$ cat config.mk
export PLATFORM = sky130hd
export DESIGN_NAME = int_issue_queue
export DESIGN_NICKNAME = d
export VERILOG_FILES = /design/src/rtl/iq_pkg.sv /design/src/rtl/iq_credit.sv /design/src/rtl/iq_pick.sv /design/src/rtl/iq_store.sv /design/src/rtl/int_issue_queue.sv
export SDC_FILE = /design/constraint.sdc
export NUM_CORES = 1
export LEC_CHECK = 0
export BUFFER_PORTS_ARGS = -buffer_cell sky130_fd_sc_hd__buf_2
export CORE_MARGIN = 8
export CORE_UTILIZATION = 50
export CTS_BUF_LIST = sky130_fd_sc_hd__clkbuf_4
export DETAILED_ROUTE_END_ITERATION = 12
export HOLD_SLACK_MARGIN = 0.1
export PLACE_DENSITY = 0.81
export RECOVER_POWER = 25
export SYNTH_ARGS = -nofsm -noshare
export SYNTH_HDL_FRONTEND = slang
export SYNTH_SLANG_ARGS = --single-unit
$ cat constraint.sdc
create_clock -name clk -period 7.9 [get_ports clk]
set_input_delay 1.58 -clock clk [delete_from_list [all_inputs] [get_ports clk]]
set_output_delay 1.58 -clock clk [all_outputs]
set_load 0.005 [all_outputs]
$ cat src/rtl/iq_pkg.sv
// Shared definitions for the integer issue queue.
// Assumes exactly three unit classes; the code values are visible on ports.
package iq_pkg;
    localparam int NUM_CLS = 3;
    localparam int CLS_W   = 2;

    typedef enum logic [CLS_W-1:0] {
        CLS_LS = 2'd0,
        CLS_CX = 2'd1,
        CLS_SX = 2'd2
    } uclass_e;
endpackage

$ cat src/rtl/iq_credit.sv
// Free reservation-station slot counter for one unit class.
// Assumes 'give' only arrives while at least one slot is in use, and that
// 'take' is raised only when 'avail' is high. A give and a take in the
// same cycle cancel, which lets a freed slot be reused at once.
module iq_credit #(
    parameter int MAX = 2
) (
    input  logic clk,
    input  logic rst_n,
    input  logic flush,
    input  logic take,
    input  logic give,
    output logic avail
);
    localparam int CW = $clog2(MAX + 1);

    logic [CW-1:0] credit;

    // A slot exists now, or one is freed in this very cycle.
    assign avail = (credit != '0) || give;

    // Counter update: reset and flush refill, otherwise net of take and give.
    always_ff @(posedge clk) begin
        if (!rst_n || flush) begin
            credit <= CW'(MAX);
        end else if (take && !give) begin
            credit <= credit - 1'b1;
        end else if (give && !take) begin
            credit <= credit + 1'b1;
        end
    end

    assert_credit_bound_R6 : assert property (@(posedge clk) disable iff (!rst_n)
        credit <= CW'(MAX));

    assert_return_in_use_R6 : assert property (@(posedge clk) disable iff (!rst_n)
        give |-> credit < CW'(MAX));

    assert_take_needs_slot_R7 : assert property (@(posedge clk) disable iff (!rst_n)
        take |-> (credit != '0 || give));
endmodule

$ cat src/rtl/iq_pick.sv
// Issue selector over the bottom window of the queue.
// For each class, grants the oldest valid window entry of that class if the
// class may issue. The classes are chosen independently, so a blocked class
// does not stall the others. Assumes window entry 0 is the oldest.
module iq_pick #(
    parameter int WIN     = 3,
    parameter int NUM_CLS = 3,
    parameter int CLS_W   = 2
) (
    input  logic [WIN-1:0]         win_valid,
    input  logic [CLS_W-1:0]       win_cls  [WIN],
    input  logic [NUM_CLS-1:0]     cls_ok,
    output logic [WIN-1:0]         grant,
    output logic [NUM_CLS-1:0]     cls_take,
    output logic [$clog2(WIN)-1:0] cls_src  [NUM_CLS]
);
    localparam int WIN_W = $clog2(WIN);

    logic [WIN-1:0] gmat [NUM_CLS];

    for (genvar c = 0; c < NUM_CLS; c++) begin : g_cls
        logic             take_c;
        logic [WIN_W-1:0] src_c;

        // Oldest-first scan of the window for this class.
        always_comb begin
            logic found;
            found   = 1'b0;
            gmat[c] = '0;
            take_c  = 1'b0;
            src_c   = '0;
            for (int i = 0; i < WIN; i++) begin
                if (!found && win_valid[i] && cls_ok[c] &&
                    win_cls[i] == CLS_W'(c)) begin
                    found      = 1'b1;
                    gmat[c][i] = 1'b1;
                    take_c     = 1'b1;
                    src_c      = WIN_W'(i);
                end
            end
        end

        assign cls_take[c] = take_c;
        assign cls_src[c]  = src_c;

        assert_one_per_class_R4 : assert final ($onehot0(gmat[c]));
    end

    // Merge the per-class grants into one issued-entry mask.
    always_comb begin
        grant = '0;
        for (int c = 0; c < NUM_CLS; c++) begin
            grant = grant | gmat[c];
        end
    end

    assert_grant_valid_R3 : assert final ((grant & ~win_valid) == '0);
endmodule

$ cat src/rtl/iq_store.sv
// Entry storage with compaction for the issue queue.
// Each cycle it drops the issued window entries, slides the survivors down
// in order, then appends the accepted dispatch lanes above them. Assumes the
// caller accepts no more lanes than there are free entries after issue.
module iq_store #(
    parameter int DEPTH = 6,
    parameter int LANES = 3,
    parameter int WIN   = 3,
    parameter int TAG_W = 6,
    parameter int CLS_W = 2
) (
    input  logic                         clk,
    input  logic                         rst_n,
    input  logic                         flush,
    input  logic [WIN-1:0]               issued,
    input  logic [$clog2(LANES+1)-1:0]   n_acc,
    input  logic [LANES*CLS_W-1:0]       lane_cls,
    input  logic [LANES*TAG_W-1:0]       lane_tag,
    output logic [$clog2(DEPTH+1)-1:0]   count,
    output logic [WIN-1:0]               win_valid,
    output logic [CLS_W-1:0]             win_cls [WIN],
    output logic [TAG_W-1:0]             win_tag [WIN]
);
    localparam int CNT_W = $clog2(DEPTH + 1);
    localparam int ACC_W = $clog2(LANES + 1);

    logic [CLS_W-1:0] q_cls [DEPTH];
    logic [TAG_W-1:0] q_tag [DEPTH];
    logic [CLS_W-1:0] n_cls [DEPTH];
    logic [TAG_W-1:0] n_tag [DEPTH];
    logic [CNT_W-1:0] n_count;

    // Compact the survivors, then append the accepted lanes in lane order.
    always_comb begin
        logic [CNT_W-1:0] idx;
        logic             keep;
        idx = '0;
        for (int i = 0; i < DEPTH; i++) begin
            n_cls[i] = q_cls[i];
            n_tag[i] = q_tag[i];
        end
        for (int i = 0; i < DEPTH; i++) begin
            keep = (CNT_W'(i) < count);
            if (i < WIN) begin
                keep = keep && !issued[i];
            end
            if (keep) begin
                n_cls[idx] = q_cls[i];
                n_tag[idx] = q_tag[i];
                idx        = idx + 1'b1;
            end
        end
        for (int k = 0; k < LANES; k++) begin
            if (ACC_W'(k) < n_acc) begin
                n_cls[idx] = lane_cls[k*CLS_W +: CLS_W];
                n_tag[idx] = lane_tag[k*TAG_W +: TAG_W];
                idx        = idx + 1'b1;
            end
        end
        n_count = idx;
    end

    // Register the compacted contents; reset and flush empty the queue.
    always_ff @(posedge clk) begin
        if (!rst_n || flush) begin
            count <= '0;
            for (int i = 0; i < DEPTH; i++) begin
                q_cls[i] <= '0;
                q_tag[i] <= '0;
            end
        end else begin
            count <= n_count;
            for (int i = 0; i < DEPTH; i++) begin
                q_cls[i] <= n_cls[i];
                q_tag[i] <= n_tag[i];
            end
        end
    end

    // Present the bottom window to the selector.
    always_comb begin
        for (int i = 0; i < WIN; i++) begin
            win_valid[i] = (CNT_W'(i) < count);
            win_cls[i]   = q_cls[i];
            win_tag[i]   = q_tag[i];
        end
    end

    assert_no_overflow_R1 : assert property (@(posedge clk) disable iff (!rst_n)
        count <= CNT_W'(DEPTH));

    assert_flush_empties_R9 : assert property (@(posedge clk) disable iff (!rst_n)
        flush |=> count == '0);
endmodule

$ cat src/rtl/int_issue_queue.sv
// Top of the integer issue queue.
// Joins the entry store, the bottom-window selector and one credit counter
// per unit class, and works out how many dispatch lanes fit this cycle.
// Assumes valid dispatch lanes are contiguous from lane 0, that class codes
// are 0..2, and that exec_start pulses only for classes holding a slot.
module int_issue_queue #(
    parameter int DEPTH    = 6,
    parameter int LANES    = 3,
    parameter int WIN      = 3,
    parameter int TAG_W    = 6,
    parameter int LS_SLOTS = 1,
    parameter int CX_SLOTS = 2,
    parameter int SX_SLOTS = 3
) (
    input  logic                                clk,
    input  logic                                rst_n,
    input  logic                                flush,
    input  logic [LANES-1:0]                    disp_valid,
    input  logic [LANES*iq_pkg::CLS_W-1:0]      disp_cls,
    input  logic [LANES*TAG_W-1:0]              disp_tag,
    output logic [$clog2(LANES+1)-1:0]          disp_room,
    input  logic [iq_pkg::NUM_CLS-1:0]          exec_start,
    output logic [iq_pkg::NUM_CLS-1:0]          iss_valid,
    output logic [iq_pkg::NUM_CLS*TAG_W-1:0]    iss_tag
);
    import iq_pkg::*;

    localparam int CNT_W  = $clog2(DEPTH + 1);
    localparam int ACC_W  = $clog2(LANES + 1);
    localparam int FREE_W = CNT_W + 1;
    localparam int WIN_W  = $clog2(WIN);

    logic [CNT_W-1:0]   count;
    logic [WIN-1:0]     win_valid;
    logic [CLS_W-1:0]   win_cls [WIN];
    logic [TAG_W-1:0]   win_tag [WIN];
    logic [WIN-1:0]     grant;
    logic [NUM_CLS-1:0] cls_take;
    logic [WIN_W-1:0]   cls_src [NUM_CLS];
    logic [NUM_CLS-1:0] cls_avail;
    logic [NUM_CLS-1:0] cls_ok;
    logic [CNT_W-1:0]   n_issue;
    logic [ACC_W-1:0]   n_acc;
    logic [FREE_W-1:0]  free_after;

    iq_store #(
        .DEPTH(DEPTH), .LANES(LANES), .WIN(WIN), .TAG_W(TAG_W), .CLS_W(CLS_W)
    ) u_store (
        .clk      (clk),
        .rst_n    (rst_n),
        .flush    (flush),
        .issued   (grant),
        .n_acc    (n_acc),
        .lane_cls (disp_cls),
        .lane_tag (disp_tag),
        .count    (count),
        .win_valid(win_valid),
        .win_cls  (win_cls),
        .win_tag  (win_tag)
    );

    // Nothing issues while a flush is in progress.
    assign cls_ok = cls_avail & {NUM_CLS{!flush}};

    iq_pick #(
        .WIN(WIN), .NUM_CLS(NUM_CLS), .CLS_W(CLS_W)
    ) u_pick (
        .win_valid(win_valid),
        .win_cls  (win_cls),
        .cls_ok   (cls_ok),
        .grant    (grant),
        .cls_take (cls_take),
        .cls_src  (cls_src)
    );

    for (genvar c = 0; c < NUM_CLS; c++) begin : g_credit
        localparam int SLOTS = (c == int'(CLS_LS)) ? LS_SLOTS :
                               (c == int'(CLS_CX)) ? CX_SLOTS : SX_SLOTS;
        iq_credit #(.MAX(SLOTS)) u_credit (
            .clk  (clk),
            .rst_n(rst_n),
            .flush(flush),
            .take (cls_take[c]),
            .give (exec_start[c]),
            .avail(cls_avail[c])
        );
        assign iss_valid[c]               = cls_take[c];
        assign iss_tag[c*TAG_W +: TAG_W]  = win_tag[cls_src[c]];
    end

    // Count the entries leaving the queue this cycle.
    always_comb begin
        n_issue = '0;
        for (int i = 0; i < WIN; i++) begin
            n_issue = n_issue + CNT_W'(grant[i]);
        end
    end

    // Lanes that fit: free space after issue, capped at the lane count.
    always_comb begin
        free_after = FREE_W'(DEPTH) - FREE_W'(count) + FREE_W'(n_issue);
        if (flush) begin
            disp_room = '0;
        end else if (free_after >= FREE_W'(LANES)) begin
            disp_room = ACC_W'(LANES);
        end else begin
            disp_room = ACC_W'(free_after);
        end
    end

    // Count the valid lanes that fall inside the accepted room.
    always_comb begin
        n_acc = '0;
        for (int k = 0; k < LANES; k++) begin
            if (disp_valid[k] && ACC_W'(k) < disp_room) begin
                n_acc = n_acc + 1'b1;
            end
        end
    end

    assert_count_track_R2 : assert property (@(posedge clk) disable iff (!rst_n)
        !flush |=> count == $past(count) - $past(n_issue) + CNT_W'($past(n_acc)));

    assert_issue_within_occupancy_R3 : assert property (@(posedge clk) disable iff (!rst_n)
        CNT_W'($countones(iss_valid)) <= count);

    assert_flush_quiet_R9 : assert property (@(posedge clk) disable iff (!rst_n)
        flush |-> (iss_valid == '0 && disp_room == '0));

    assert_empty_no_issue_R10 : assert property (@(posedge clk) disable iff (!rst_n)
        count == '0 |-> iss_valid == '0);
endmodule

-- Yosys cells after proc, flatten, opt, wreduce, memory -nomap -nowiden
Memory sizes are Yosys's and may differ from the RTL's.
Cells that the tools add are included.
- memory bits (writable): 48
- memories: 2
- bits in registers: 8
- reductions and logical operators: 73
- mux-type cells: 129
- $add $sub $neg: 20
- bitwise logic cells: 26
- equality and inequality tests: 6
- order comparisons: 32
- memory list (name ; words ; bits a word ; read ports ; clocked after memory_dff ; wr ports ; line ; source):
    u_store.q_tag ; 6 ; 6 ; 6 ; 0 ; 6 ; iq_store.sv:28 ; logic [TAG_W-1:0] q_tag [DEPTH];
    u_store.q_cls ; 6 ; 2 ; 6 ; 0 ; 6 ; iq_store.sv:27 ; logic [CLS_W-1:0] q_cls [DEPTH];
- operators by type and width (operator ; count):
    $bwmux W36 ; 8
    $mux W36 ; 8
    $demux W6 S3 ; 8
    $mux W6 ; 20
    $bwmux W12 ; 8
    $mux W12 ; 8
    $mux W2 ; 25
    $demux W2 S3 ; 8
    $logic_and A1 B1 Y1 ; 44
    $bmux W6 S2 ; 3
    $ge A4 B4 Y1 const B ; 8
    $lt A4 B1 Y1 const B ; 8
    $not A3 Y4 ; 7
    $mux W1 ; 25
    $mux W3 ; 8
    $add A3 B1 Y3 const B ; 7
    $logic_not A1 Y1 ; 17
    $or A1 B1 Y1 ; 12
    $reduce_bool A2 Y1 ; 5
    $ge A3 B3 Y1 const B ; 3
    $not A2 Y3 ; 3
    $add A2 B1 Y2 const B ; 4
    $lt A1 B2 Y1 const A ; 4
    $eq A2 B1 Y1 const B ; 3
    19 further kinds ; 32

-- Depth between registers and ports, before layout
- word-level depth: 43
- mapped depth: 40

-- Hierarchy
From an unflattened synthesis, not the netlist that was laid out.
- cell total of the unflattened synthesis: 840
- area, all modules: 6563.8 um2
- modules (own cells, without submodules) (module ; times used ; sequential area each (um2) ; cells each ; area an instance (um2)):
    iq_store ; 1 ; 1021.0 ; 688 ; 5375.2
    int_issue_queue ; 1 ; 0.0 ; 99 ; 708.2
    iq_credit at g_credit[1].u_credit ... ; 2 ; 40.0 ; 11 ; 108.9
    iq_pick ; 1 ; 0.0 ; 27 ; 206.4
    iq_credit at g_credit[0].u_credit ; 1 ; 20.0 ; 4 ; 56.3

-- Worst setup path before layout
OpenSTA, ideal clock, no wires.
- path type: input port to flip-flop
- from: input exec_start[1] (netlist name)
- to: memory u_store.q_tag[3][0], in the netlist u_store.q_tag[0][18]
- library setup time: 95 ps
- path buffers: 4
- arrival time: 8394 ps
- stages: 32
- slack: -589 ps
- cell sequence: nor3_1 -> nor4b_2 -> or3_1 -> or2_2 -> inv_1 -> fa_1 -> ha_1 -> nand2_1 -> o31ai_1 -> ha_1 -> mux2_2 -> nand2_1 -> o31a_1 -> clkinv_1 -> clkbuf_1 -> ha_1 -> nand2_1 -> o21ai_0 -> a31oi_2 -> inv_1 -> ha_1 -> nand3_1 -> o21a_1 -> inv_1 -> clkbuf_1 -> ha_1 -> nand2_1 -> o221ai_1 -> and3_1 -> buf_4 -> buf_8 -> a221oi_1
- RTL lines (item ; line ; source):
    from (decl) ; int_issue_queue.sv:22 ; input logic [iq_pkg::NUM_CLS-1:0] exec_start,
    to (decl) ; iq_store.sv:28 ;

==> summary.txt <==
Synthesis
  – Post-Synthesis Cells: 835
  – Yosys cell types: 86
  – Register bit total from synthesis: 56
  – Mapped cell area: 0.00658 sq mm
  – Ys flop type: dfxtp_1
  – Synth area leaders: dfxtp_1 (17%), mux2i_1 (8.1%), mux2_2 (6.9%)
  – Leading area contributor after synthesis: dfxtp_1
  – Synth Warn #: 0
  – Sequential area share after synthesis: 17.1%
  – Asr flop ratio synth: 0%
  – Synth Area per Inst: 7.87 sq um
  – Post-synth EDFFs: 0
  – Syn nets: 888
  – Post-synth top area share: 17.1%

Critical path
  – Buffers plus inverters on the worst setup path: 5
  – Largest stage delay, worst path: 0.56 ns
  – Kind of critical path: in -> reg
  – CP max FO: 10
  – Worst path top cell family by delay: simple AND/OR/NAND/NOR gates
  – Worst Path Required: 8.31 ns
  – Worst Path Arrival: 7.82 ns
  – Crit-path slowest cell: nor4_4
  – Critical Path Start Type: input pin
  – CP Capture Type: register

Global routing
  – Antenna violations before repair: 1
  – First-pass GRT wire length: 35000 microns
  – Pin count of the biggest net entering global routing: 25
  – GRT Total Usage: 25.8%
  – Number of global-route vias before repair: 6636
  – Total gr overflow: 0

Routing
  – DR vias: 7030
  – # DRC: 0
  – Iteration-0 DRC Markers: 974
  – WL/cell: 20.7 microns
  – Final ANT Viol Nets: 0
  – Post-Route WL: 21900 microns
  – Avg Vias per Cell: 6.65
  – First drt pass iteration count: 6

Layout
  – Finished Cell Area: 0.00719 sq mm
  – Final Util: 55.2%
  – Layout area overhead: 9.34%
  – Nets: 932
  – Final Non-Filler Cells: 1057
  – Share of cells above drive strength 1: 20.5%
  – Fillers: 1249

STA
  – Final hold violation count: 0
  – RSZ-0062 raised after global routing: false
  – Setup slack after layout: 0.490 ns
  – Min Tclk post-route: 7.41 ns
  – Relative slew slack: 24.6%
  – Setup_tns: 0 ns
  – Final Setup Violations: 0
  – Final Cycle Share: 93.8%
  – Layout Skew: 0.0269 ns
  – Slew Limit Fails: 0
  – Worst-margin pin slew: 1.10 ns
  – Fmax: 0.135 GHz

Power and ir drop
  – PD cells: 273 mW/mm^2
  – Clk pwr share: 7.8%
  – Switching power: 0.00102 W
  – Sw frac: 52.0%
  – P_int: 0.000941 W
  – VDD IR max: 0.000157 V
  – Sequential share of power: 20.2%
  – Comb power frac: 72.1%
  – Leakage: 2.90 nW

Place
  – HPWL after DPL: 16900 microns
  – Placed insts: 1048
  – Gp weighted congestion: 0.989
  – DP Worst Slack: 0.0659 ns
  – # port buffers: 55
  – Placed Area: 0.00714 sq mm

Job
  – # Max-Cap Violations: 0

Clocking
  – Deepest clock path buffer count: 2
  – TritonCTS buffer count: 5
  – Worst-Skew Late Latency: 0.45 ns
  – Setup bufs post-CTS: 0
  – CTS tree: built
  – Clock-pin slew on the worst setup and hold paths: 0.19 ns
  – Hold Buf Count CTS: 0
  – CTS Sinks: 56
  – Clock Tree Root: clkbuf_4
  – H-tree depth: 2

Status
  – Status: completed

Floorplanning
  – Std cell rows: 42
  – IO Count: 56
  – CORE AREA: 0.0130 sq mm
  – Initial core utilization: 50.5%
  – Die Width: 131 microns
  – Die height: 131 microns
  – Die Area: 0.0171 sq mm

Min path
  – Worst Hold Class: reg -> reg
-- repair_timing --
| action | 4_1_cts | 5_1_grt |
|---|---|---|
| endpoints found under the setup margin | 0 | 1 |
| resized for setup | 0 | 1 |
| endpoints found under the hold margin | 0 | 0 |
-- registers in the layout (all words and copies together), names as in the netlist --
register / count
u_store.q_cls: 12
g_credit.u_credit.credit: 5
u_store.q_tag: 36
u_store.count: 3
-- worst register-to-register path, delay by kind of cell (launching register included) --
kind                     cells  cell delay (ns)
AND/OR/NAND/NOR              8             1.91
XOR/XNOR                     1             0.37
adder cells (fa/ha/maj)      6             1.98
AO/OA/AOI/OAI               10             1.98
flip-flops                   1             0.34
buffers and inverters        5             0.60
-- logic make-up after synthesis --
group	Yosys count	share of synthesized area, %
multiplexers	93	14.9
flip-flops	56	17.1
buffers and inverters	82	5.54
AND/OR/NAND/NOR	254	19.6
AO/OA/AOI/OAI	313	35.8
adder cells (fa/ha/maj)	20	4.15
XOR/XNOR	17	2.95
-- cell type report --
| cell class | count | area (sq um) | area share (%) |
|---|---|---|---|
| Tap cell | 176 | 220 | 3.06 |
| Inverter | 35 | 133 | 1.84 |
| Clock inverter | 3 | 25.0 | 0.348 |
| Antenna cell | 1 | 2.50 | 0.0348 |
| Timing Repair Buffer | 84 | 475 | 6.61 |
| Sequential cell | 56 | 1120 | 15.6 |
| Multi-Input combinational cell | 697 | 5170 | 72.0 |
| Clock buffer | 5 | 37.5 | 0.522 |
-- routing by layer --
layer | global-route usage (%) | part of all wire (%) | up-vias
met5 | 0 | 0 | -
met4 | 9.32 | 2.3 | 0
met3 | 5.93 | 12 | 51
met2 | 40.5 | 44 | 453
met1 | 34.0 | 42 | 3246
li1 | - | - | 3280
-- power by group through the flow --
stage | Clock [W] | Sequential, W | Combinational, W
5_1_grt | 0.000160 | 0.000400 | 0.00155
4_1_cts | 0.000152 | 0.000391 | 0.00139
3_5_place_dp | 0 | 0.000397 | 0.00138
6_report | 0.000152 | 0.000396 | 0.00141
3_3_place_gp | 0 | 0.000395 | 0.00135
2_1_floorplan | 0 | 0.000369 | 0.00104
-- placed cells by master (no fill, tap or decap), types with 4 or more instances in the layout --
cell type / n
nand2_1: 68
nor2_1: 60
dfxtp_1: 56
mux2i_1: 53
a21oi_1: 49
buf_2: 44
mux2_2: 40
inv_1: 32
o21ai_0: 31
buf_4: 28
a31oi_1: 24
o211ai_1: 23
nand2b_1: 22
o2bb2ai_1: 22
o22ai_1: 20
nor3_1: 19
a22o_1: 17
a211o_1: 16
a22oi_1: 14
ha_1: 14
a21o_1: 13
nand3_1: 12
clkbuf_1: 12
nor2b_1: 11
or3_1: 9
xnor2_1: 9
or2_2: 8
nand4_1: 8
o221ai_1: 8
and3_1: 7
a221oi_1: 7
a221oi_2: 7
and2_1: 6
xor2_1: 5
o21a_1: 5
a21bo_2: 5
clkbuf_4: 5
a21boi_0: 4
o2111ai_1: 4
o21ba_2: 4
-- cells in the mapped netlist (7+ instances only) --
library cell,count
a221oi_1,7
clkbuf_1,27
a21oi_1,49
inv_1,34
or2_2,8
nor3_1,21
nand3_1,13
a22oi_1,14
a31oi_1,24
nor2_1,61
o21ai_0,31
o221ai_1,9
a221oi_2,7
nand4_1,8
and3_1,7
o2bb2ai_1,22
o22ai_1,20
mux2i_1,53
or3_1,9
nand2_1,68
a22o_1,17
nor2b_1,11
a21o_1,13
xnor2_1,9
o211ai_1,23
ha_1,17
nand2b_1,22
mux2_2,40
dfxtp_1,56
a211o_1,16
-- worst paths after layout --
| kind | startpoint | end | slack (ns) | cells after the start |
|---|---|---|---|---|
| setup / recovery | exec_start[1] | u_store.q_cls[0][8] | 0.49 | 30 |
| hold / removal | g_credit[1].u_credit.credit[1] | g_credit[1].u_credit.credit[1] | 0.55 | 2 |
| setup reg to reg | u_store.count[2] | u_store.q_cls[0][8] | 0.69 | 30 |
| hold reg to reg | g_credit[1].u_credit.credit[1] | g_credit[1].u_credit.credit[1] | 0.55 | 2 |
-- metrics by stage --
step / hold slack, ns / total power, W
2_1_floorplan: 0.487 / 0.00141
3_5_place_dp: 0.541 / 0.00177
6_report: 0.554 / 0.00196
4_1_cts: 0.563 / 0.00193
3_3_place_gp: 0.506 / 0.00175
5_1_grt: 0.620 / 0.00211
No activity file was read; power rests on OpenSTA's default activity.
